**config.mk**
```make
export PLATFORM = sky130hd
export DESIGN_NAME = edge_det_top
export DESIGN_NICKNAME = d
export VERILOG_FILES = /design/src/rtl/edge_det_pkg.sv /design/src/rtl/edge_cfg_regs.sv /design/src/rtl/edge_line_cell.sv /design/src/rtl/edge_det_top.sv
export SDC_FILE = /design/constraint.sdc
export NUM_CORES = 1
export LEC_CHECK = 0
export BUFFER_PORTS_ARGS = -buffer_cell sky130_fd_sc_hd__buf_2
export CAP_MARGIN = 20
export CORE_ASPECT_RATIO = 0.8
export CORE_MARGIN = 2
export CORE_UTILIZATION = 45
export CTS_CLUSTER_SIZE = 14
export DETAILED_ROUTE_END_ITERATION = 7
export PLACE_DENSITY = 0.7
export SLEW_MARGIN = 10
export SYNTH_ARGS = -nofsm -noshare
export SYNTH_HDL_FRONTEND = slang
export SYNTH_SLANG_ARGS = --single-unit
```
**constraint.sdc**
```tcl
create_clock -name clk -period 13.29 [get_ports clk]
set_clock_uncertainty 0.2 [all_clocks]
set_input_delay 0.6645 -clock clk [delete_from_list [all_inputs] [get_ports clk]]
set_output_delay 0.6645 -clock clk [all_outputs]
set_load 0.03 [all_outputs]
```
**src/rtl/edge_det_pkg.sv**
```systemverilog
package edge_det_pkg;

    localparam int ADDR_W         = 12;
    localparam int DATA_W         = 32;
    localparam int CODE_W         = 2;
    localparam int LINES_PER_CTRL = DATA_W / CODE_W;
    localparam int LINES_PER_MASK = DATA_W;
    localparam int CTRL_MAX       = 16;
    localparam int MASK_MAX       = 8;
    localparam int IDX_W          = 4;

    localparam logic [ADDR_W-1:0] CTRL_BASE = 12'h808;
    localparam logic [ADDR_W-1:0] MASK_BASE = 12'h848;

    typedef enum logic [CODE_W-1:0] {
        EDGE_RISE = 2'b00,
        EDGE_FALL = 2'b01,
        EDGE_BOTH = 2'b10,
        EDGE_RSVD = 2'b11
    } edge_mode_e;

    typedef struct packed {
        logic              ctrl_hit;
        logic              mask_hit;
        logic [IDX_W-1:0]  idx;
    } addr_dec_t;

    function automatic logic edge_match(edge_mode_e mode, logic prev, logic cur);
        logic hit;
        case (mode)
            EDGE_RISE: hit = cur & ~prev;
            EDGE_FALL: hit = prev & ~cur;
            EDGE_BOTH: hit = cur ^ prev;
            default:   hit = 1'b0;
        endcase
        return hit;
    endfunction

    function automatic addr_dec_t decode_addr(logic [ADDR_W-1:0] a,
                                              logic [ADDR_W-1:0] ctrl_end,
                                              logic [ADDR_W-1:0] mask_end);
        addr_dec_t d;
        logic aligned;
        aligned    = (a[1:0] == 2'b00);
        d.ctrl_hit = aligned && (a >= CTRL_BASE) && (a < ctrl_end);
        d.mask_hit = aligned && (a >= MASK_BASE) && (a < mask_end);
        if (d.ctrl_hit)
            d.idx = IDX_W'((a - CTRL_BASE) >> 2);
        else if (d.mask_hit)
            d.idx = IDX_W'((a - MASK_BASE) >> 2);
        else
            d.idx = '0;
        return d;
    endfunction

endpackage

```
**src/rtl/edge_cfg_regs.sv**
```systemverilog
module edge_cfg_regs
    import edge_det_pkg::*;
#(
    parameter int NUM_LINES = 64
) (
    input  logic                    clk,
    input  logic                    rst,
    input  logic                    bus_valid,
    input  logic                    bus_write,
    input  logic [ADDR_W-1:0]       bus_addr,
    input  logic [DATA_W-1:0]       bus_wdata,
    output logic [DATA_W-1:0]       bus_rdata,
    output logic [CODE_W*NUM_LINES-1:0] ctrl_flat,
    output logic [NUM_LINES-1:0]    mask_flat
);

    localparam int CTRL_WORDS = NUM_LINES / LINES_PER_CTRL;
    localparam int MASK_WORDS = NUM_LINES / LINES_PER_MASK;
    localparam logic [ADDR_W-1:0] CTRL_END = ADDR_W'(CTRL_BASE + 4 * CTRL_WORDS);
    localparam logic [ADDR_W-1:0] MASK_END = ADDR_W'(MASK_BASE + 4 * MASK_WORDS);

    logic [DATA_W-1:0] ctrl_q [CTRL_WORDS];
    logic [DATA_W-1:0] mask_q [MASK_WORDS];
    addr_dec_t         dec;
    logic              wr_en;
    logic              rd_en;
    logic [DATA_W-1:0] rd_next;

    assign dec   = decode_addr(bus_addr, CTRL_END, MASK_END);
    assign wr_en = bus_valid && bus_write;
    assign rd_en = bus_valid && !bus_write;

    for (genvar n = 0; n < CTRL_WORDS; n++) begin : g_ctrl
        always_ff @(posedge clk) begin
            if (rst)
                ctrl_q[n] <= '0;
            else if (wr_en && dec.ctrl_hit && dec.idx == IDX_W'(n))
                ctrl_q[n] <= bus_wdata;
        end
        assign ctrl_flat[n*DATA_W +: DATA_W] = ctrl_q[n];
    end

    for (genvar n = 0; n < MASK_WORDS; n++) begin : g_mask
        always_ff @(posedge clk) begin
            if (rst)
                mask_q[n] <= '0;
            else if (wr_en && dec.mask_hit && dec.idx == IDX_W'(n))
                mask_q[n] <= bus_wdata;
        end
        assign mask_flat[n*DATA_W +: DATA_W] = mask_q[n];
    end

    always_comb begin
        rd_next = '0;
        for (int n = 0; n < CTRL_WORDS; n++)
            if (dec.ctrl_hit && dec.idx == IDX_W'(n))
                rd_next = ctrl_q[n];
        for (int n = 0; n < MASK_WORDS; n++)
            if (dec.mask_hit && dec.idx == IDX_W'(n))
                rd_next = mask_q[n];
    end

    always_ff @(posedge clk) begin
        if (rst)
            bus_rdata <= '0;
        else if (rd_en)
            bus_rdata <= rd_next;
    end

    AST_MISS_READ_ZERO: assert property (@(posedge clk) disable iff (rst)
        (rd_en && !dec.ctrl_hit && !dec.mask_hit) |=> (bus_rdata == '0));

    AST_MISS_WRITE_HOLD: assert property (@(posedge clk) disable iff (rst)
        (wr_en && !dec.ctrl_hit && !dec.mask_hit) |=> ($stable(ctrl_flat) && $stable(mask_flat)));

    AST_RDATA_HOLD: assert property (@(posedge clk) disable iff (rst)
        !rd_en |=> $stable(bus_rdata));

endmodule

```
**src/rtl/edge_line_cell.sv**
```systemverilog
module edge_line_cell
    import edge_det_pkg::*;
(
    input  logic       clk,
    input  logic       rst,
    input  logic       line_i,
    input  edge_mode_e mode_i,
    input  logic       mask_i,
    output logic       ev_o
);

    logic prev_q;
    logic ev_q;

    always_ff @(posedge clk) begin
        if (rst) begin
            prev_q <= line_i;
            ev_q   <= 1'b0;
        end else begin
            prev_q <= line_i;
            ev_q   <= !mask_i && edge_match(mode_i, prev_q, line_i);
        end
    end

    assign ev_o = ev_q;

    AST_RSVD_SILENT: assert property (@(posedge clk) disable iff (rst)
        (mode_i == EDGE_RSVD) |=> !ev_o);

    AST_MASK_SILENT: assert property (@(posedge clk) disable iff (rst)
        mask_i |=> !ev_o);

    AST_STEADY_SILENT: assert property (@(posedge clk) disable iff (rst)
        (line_i == prev_q) |=> !ev_o);

    AST_RISE_ONLY: assert property (@(posedge clk) disable iff (rst)
        ((mode_i == EDGE_RISE) && !line_i) |=> !ev_o);

    AST_FALL_ONLY: assert property (@(posedge clk) disable iff (rst)
        ((mode_i == EDGE_FALL) && line_i) |=> !ev_o);

endmodule

```
**src/rtl/edge_det_top.sv**
```systemverilog
module edge_det_top
    import edge_det_pkg::*;
#(
    parameter int NUM_LINES = 64
) (
    input  logic                 clk,
    input  logic                 rst,
    input  logic                 bus_valid,
    input  logic                 bus_write,
    input  logic [11:0]          bus_addr,
    input  logic [31:0]          bus_wdata,
    output logic [31:0]          bus_rdata,
    input  logic [NUM_LINES-1:0] lines_in,
    output logic [NUM_LINES-1:0] event_out,
    output logic                 event_any
);

    logic [CODE_W*NUM_LINES-1:0] ctrl_flat;
    logic [NUM_LINES-1:0]        mask_flat;

    edge_cfg_regs #(
        .NUM_LINES (NUM_LINES)
    ) u_regs (
        .clk       (clk),
        .rst       (rst),
        .bus_valid (bus_valid),
        .bus_write (bus_write),
        .bus_addr  (bus_addr),
        .bus_wdata (bus_wdata),
        .bus_rdata (bus_rdata),
        .ctrl_flat (ctrl_flat),
        .mask_flat (mask_flat)
    );

    for (genvar i = 0; i < NUM_LINES; i++) begin : g_line
        edge_line_cell u_cell (
            .clk    (clk),
            .rst    (rst),
            .line_i (lines_in[i]),
            .mode_i (edge_mode_e'(ctrl_flat[i*CODE_W +: CODE_W])),
            .mask_i (mask_flat[i]),
            .ev_o   (event_out[i])
        );
    end

    assign event_any = |event_out;

    AST_START_QUIET: assert property (@(posedge clk)
        ($past(rst) && !rst && $stable(lines_in)) |=> (event_out == '0));

endmodule

```
* Word level (Yosys, flattened, before mapping)
Memory sizes are Yosys's and may differ from the RTL's.
Cells that the tools add are included.
** Operators by class
- Equality and inequality tests :: 131
- Add/subtract/negate cells :: 2
- Muxes and demuxes :: 162
- Bitwise operators :: 326
- Reductions and logical operators :: 216
- Magnitude comparators :: 4
** Operators with widths (count)
- two-way mux 32 bit :: 12
- one-hot mux 1 bit (3 select lines) :: 64
- logical NOT 2 bit :: 65
- bitwise AND 1 bit :: 128
- equality test 2 x 1 -> 1 bit, second input constant :: 64
- equality test 2 bit, second input constant :: 64
- NOT 1 bit :: 128
- logical AND 1 bit :: 84
- two-way mux 1 bit :: 84
- logical NOT 1 bit :: 65
- OR reduction 64 bit :: 1
- XOR 1 bit :: 64
- >= comparator 12 bit, second input constant :: 2
- less-than comparator 12 bit, second input constant :: 2
- subtractor 6 x 4 -> 6 bit, second input constant :: 2
- equality test 4 x 2 -> 1 bit, second input constant :: 2
- two-way mux 4 bit :: 2
- bitwise OR 1 bit :: 6
- equality test 4 x 1 -> 1 bit, second input constant :: 1
- logical NOT 4 bit :: 1
** Storage, ports and cells
- RAM bits :: 192
- Output and inout port bits :: 97
- Logic and storage cells :: 972
- Flip-flop bits (word level) :: 160
- Input port bits :: 112
- Memories kept :: 2
** Memory list
- u_regs.ctrl_q :: depth 4, bits a word 32, read ports 4, clocked after Yosys merged registers in 0, write ports 4, line edge_cfg_regs.sv:22 : logic [DATA_W-1:0] ctrl_q [CTRL_WORDS];
- u_regs.mask_q :: depth 2, bits a word 32, read ports 2, clocked after Yosys merged registers in 0, write ports 2, line edge_cfg_regs.sv:23 : logic [DATA_W-1:0] mask_q [MASK_WORDS];

* Logic depth before layout (Yosys ltp)
- Word-level depth :: 13
- Mapped depth :: 9
- Gate-level depth less buffers :: 7

* Modules after synthesis
Synthesis repeated with hierarchy kept, for this count alone.
** Unflattened totals
- Cells, all modules :: 1375
- Area total of the unflattened synthesis :: 16686.0 µm²
** Modules (own cells, without submodules)
- edge_cfg_regs :: cells each 714, instances 1, seq. area each 6406.1 µm², area an instance 9820.7 µm²
- edge_line_cell :: cells each 10, instances 64, seq. area each 40.0 µm², area an instance 105.1 µm²
- edge_det_top :: cells each 21, instances 1, seq. area each 0.0 µm², area an instance 138.9 µm²

* Least setup slack after synthesis
No wires, ideal clock.
- Kind :: input to register
- Start point :: input bus_addr[4]
- End point :: memory u_regs.ctrl_q[0][0] (enable)
- Library setup time :: 466 ps
- Stages :: 7
- Data required time :: 12624 ps
- Buffers on the path :: 1
- Setup slack :: 8207 ps
- Arrival :: 4418 ps
- Path through :: inv_1 -> ha_1 -> or4b_1 -> buf_2 -> nor3_4 -> or3b_4 -> o21ai_0
** RTL lines
- start: declaration :: line edge_det_top.sv:10 : input logic [11:0] bus_addr,
- end: declaration :: line edge_cfg_regs.sv:22

==> flow_summary.json <==
{
  "worst_pin_slew_ns": 0.9370,
  "die_x_um": 221.2,
  "required_ns": 13.28,
  "cts_resized": 0,
  "synth.avg_cell_area_sq_um": 11.03,
  "regArea_sq_um": 8969,
  "worstHoldStart": "lines_in[26]",
  "clkLatencyLatePin_ns": 0.53,
  "grt_max_degree": 70,
  "vias": 12016,
  "hold_end": "g_line[26].u_cell.prev_q",
  "place_area_sq_um": 18140,
  "finalCritPeriodShare_pct": 27.56,
  "synthArstFlopShare_pct": 0,
  "routed_wl_um": 49790,
  "reg2reg_depth": 6,
  "antenna_found_initial": 4,
  "drc": 0,
  "cts_tree": "built",
  "peakVddDrop_v": 0.00007757,
  "stdcell_count": 2203,
  "grt.total_usage_pct": 25.06,
  "syn-cell-area_sq_um": 16980,
  "clock_tree.root_cell": "clkbuf_16",
  "yosys.area_share.simple_pct": 15.67,
  "fp.dieH_um": 177.7,
  "viasPerCell": 5.454,
  "start_util_pct": 45.73,
  "r2r_slack_ns": 11.59,
  "synthXorXnorAreaFrac_pct": 0,
  "finalHoldViolations": 0,
  "synth_top_area_share_pct": 33.96,
  "yosysUniqueCellTypes": 42,
  "crit_type": "input pin to flop",
  "cts_buffer_depth": 3,
  "hold_class": "input pin to flop",
  "rr_endpoint": "g_line[25].u_cell.ev_o",
  "syn_inst": 1540,
  "coreArea_sq_um": 37130,
  "rows": 63,
  "worstReg2RegStart": "g_line[25].u_cell.prev_q",
  "post-cts-setup-buffer-count": 0,
  "synth_top_family_by_area": "simple AND/OR/NAND/NOR gates",
  "grt_pass1_wl_um": 73720,
  "path_clk_slew_ns": 0.06,
  "final-max-slew-violation-count": 0,
  "dp_hpwl_um": 35160,
  "critPathMaxFanout": 33,
  "ys_seq_area_share_pct": 52.82,
  "htree_levels": 2,
  "routedWlPerCell_um": 22.60,
  "io_pins": 209,
  "cts_buffers": 38,
  "num-fill-cells": 3216,
  "synth_ff_type": "edfxtp_1",
  "fmax_mhz": 273.0,
  "final_cell_mix": "buf_2, and2_1, edfxtp_1",
  "powerDensity_nw_per_um2": 131.6,
  "antenna_left": 0,
  "cap_violations": 0,
  "synth-seq-cells": 352,
  "drive_gt1_share_pct": 21.89,
  "leakagePower_nw": 8.699,
  "synth_edf_count": 192,
  "synth-compound-area-share_pct": 8.850,
  "endpoint_kind": "flop",
  "dr.pass1.iters": 5,
  "fin_area_sq_um": 19430,
  "post-place-cells": 2130,
  "mostFrequentLayoutCell": "buf_2",
  "nNetsFinal": 1925,
  "synth_nets": 1782,
  "setup-violations-final": 0,
  "rsz0062_at_grt": "false",
  "grt_pass1_vias": 11936,
  "cts_hold_buf": 0,
  "muxShareOfSynthArea_pct": 5.660,
  "io_buffers": 208,
  "synthTopCellsByArea": "edfxtp_1, dfxtp_1, ha_1",
  "tns_ns": 0,
  "cp-start-kind": "input pin",
  "power_w": 0.002557,
  "gp_congestion": 0.8986,
  "yosysTopAreaCell": "edfxtp_1",
  "multiInputGateArea_sq_um": 6852,
  "area_growth_pct": 14.44,
  "drt-initial-drc-count": 988,
  "grt.overflow.total": 0,
  "status": "complete, no violations",
  "slew_headroom_pct": 37.53,
  "dieArea_sq_um": 39310,
  "clock_sinks": 352,
  "hold_depth": 1,
  "timing.final.crit_period_ns": 3.663,
  "cp.arrival_ns": 3.66,
  "yosys_warnings": 0,
  "synthAdderAreaFrac_pct": 9.580
}
kinds of logic after synthesis:
| logic type | after synthesis |
|---|---|
| AND/OR/NAND/NOR | 499 |
| multiplexers | 92 |
| adder cells (fa/ha/maj) | 130 |
| AO/OA/AOI/OAI | 205 |
| buffers and inverters | 262 |
| flip-flops | 352 |
synthesized netlist by cell type, drive strengths merged, types with 5 or more instances:
master    n
mux2     32
dfxtp   160
nor4     20
nor2b     5
inv     136
ha      130
a21boi   32
nand3    34
nor2    126
buf      81
o221a    32
o21ai    38
nor3     69
o211a    32
mux2i    60
and2    192
edfxtp  192
clkbuf   45
a21oi    64
nand4     5
nand2    35
metal layers:
| metal | part of all wire, % | GRT usage [%] | vias up |
|---|---|---|---|
| li1 | - | - | 5559 |
| met1 | 42 | 32.95 | 5821 |
| met2 | 46 | 40.90 | 526 |
| met3 | 8.1 | 5.000 | 104 |
| met4 | 3.6 | 9.843 | 6 |
| met5 | 0.086 | 0 | - |
state kept, by name, summed over array words and instances, names as in the netlist:
register and flops:
g_line.u_cell.ev_o 64, u_regs.ctrl_q 128, u_regs.mask_q 64, g_line.u_cell.prev_q 64
u_regs.bus_rdata 32
worst max path at each step:
| stage | startpoint | end | cells past startpoint |
|---|---|---|---|
| floorplan | bus_addr[4] | u_regs.ctrl_q[0][0] | 7 |
| global placement | bus_addr[3] | u_regs.ctrl_q[3][26] | 9 |
| detailed placement | bus_addr[3] | u_regs.ctrl_q[3][26] | 9 |
| CTS | g_line[21].u_cell.ev_o | event_any | 4 |
| global route | bus_addr[3] | u_regs.ctrl_q[3][27] | 9 |
| finish | bus_addr[3] | u_regs.ctrl_q[3][17] | 9 |
final cells by class:
class	instances	area share, %
Antenna cell	3	0.03863
Multi-Input combinational cell	926	35.26
Inverter	136	2.627
Clock inverter	14	0.6310
Tap cell	487	3.136
Sequential cell	352	46.16
Timing Repair Buffer	229	6.169
Clock buffer	56	5.982
power breakdown:
| part | leakage (nW) | internal (W) | switching, W | total (W) |
|---|---|---|---|---|
| sequential | 3.15 | 0.00120 | 0.0000438 | 0.00124 |
| clock | 0.641 | 0.000646 | 0.000439 | 0.00109 |
| combinational | 4.91 | 0.0000835 | 0.000145 | 0.000229 |
| total | 8.70 | 0.00193 | 0.000628 | 0.00256 |
worst max-delay path, cell delays in order:
cell and delay, ns:
buf_2 0.15, inv_1 0.06, ha_1 0.18, or4b_1 0.76, a2111oi_4 0.34, buf_4 0.44, inv_2 0.14, o21ai_4 0.48
buf_4 0.42
stage by stage:
step | setup slack [ns] | util, % | hold slack, ns
after detailed placement | 9.098 | 48.86 | 0.2295
after CTS | 9.583 | 52.32 | 0.05271
final | 9.627 | 52.34 | 0.06064
after global routing | 9.520 | 52.32 | 0.05513
after global placement | 9.182 | 48.86 | 0.2205
after floorplan | 8.207 | - | 0.2103
No activity file was read; power rests on OpenSTA's default activity.
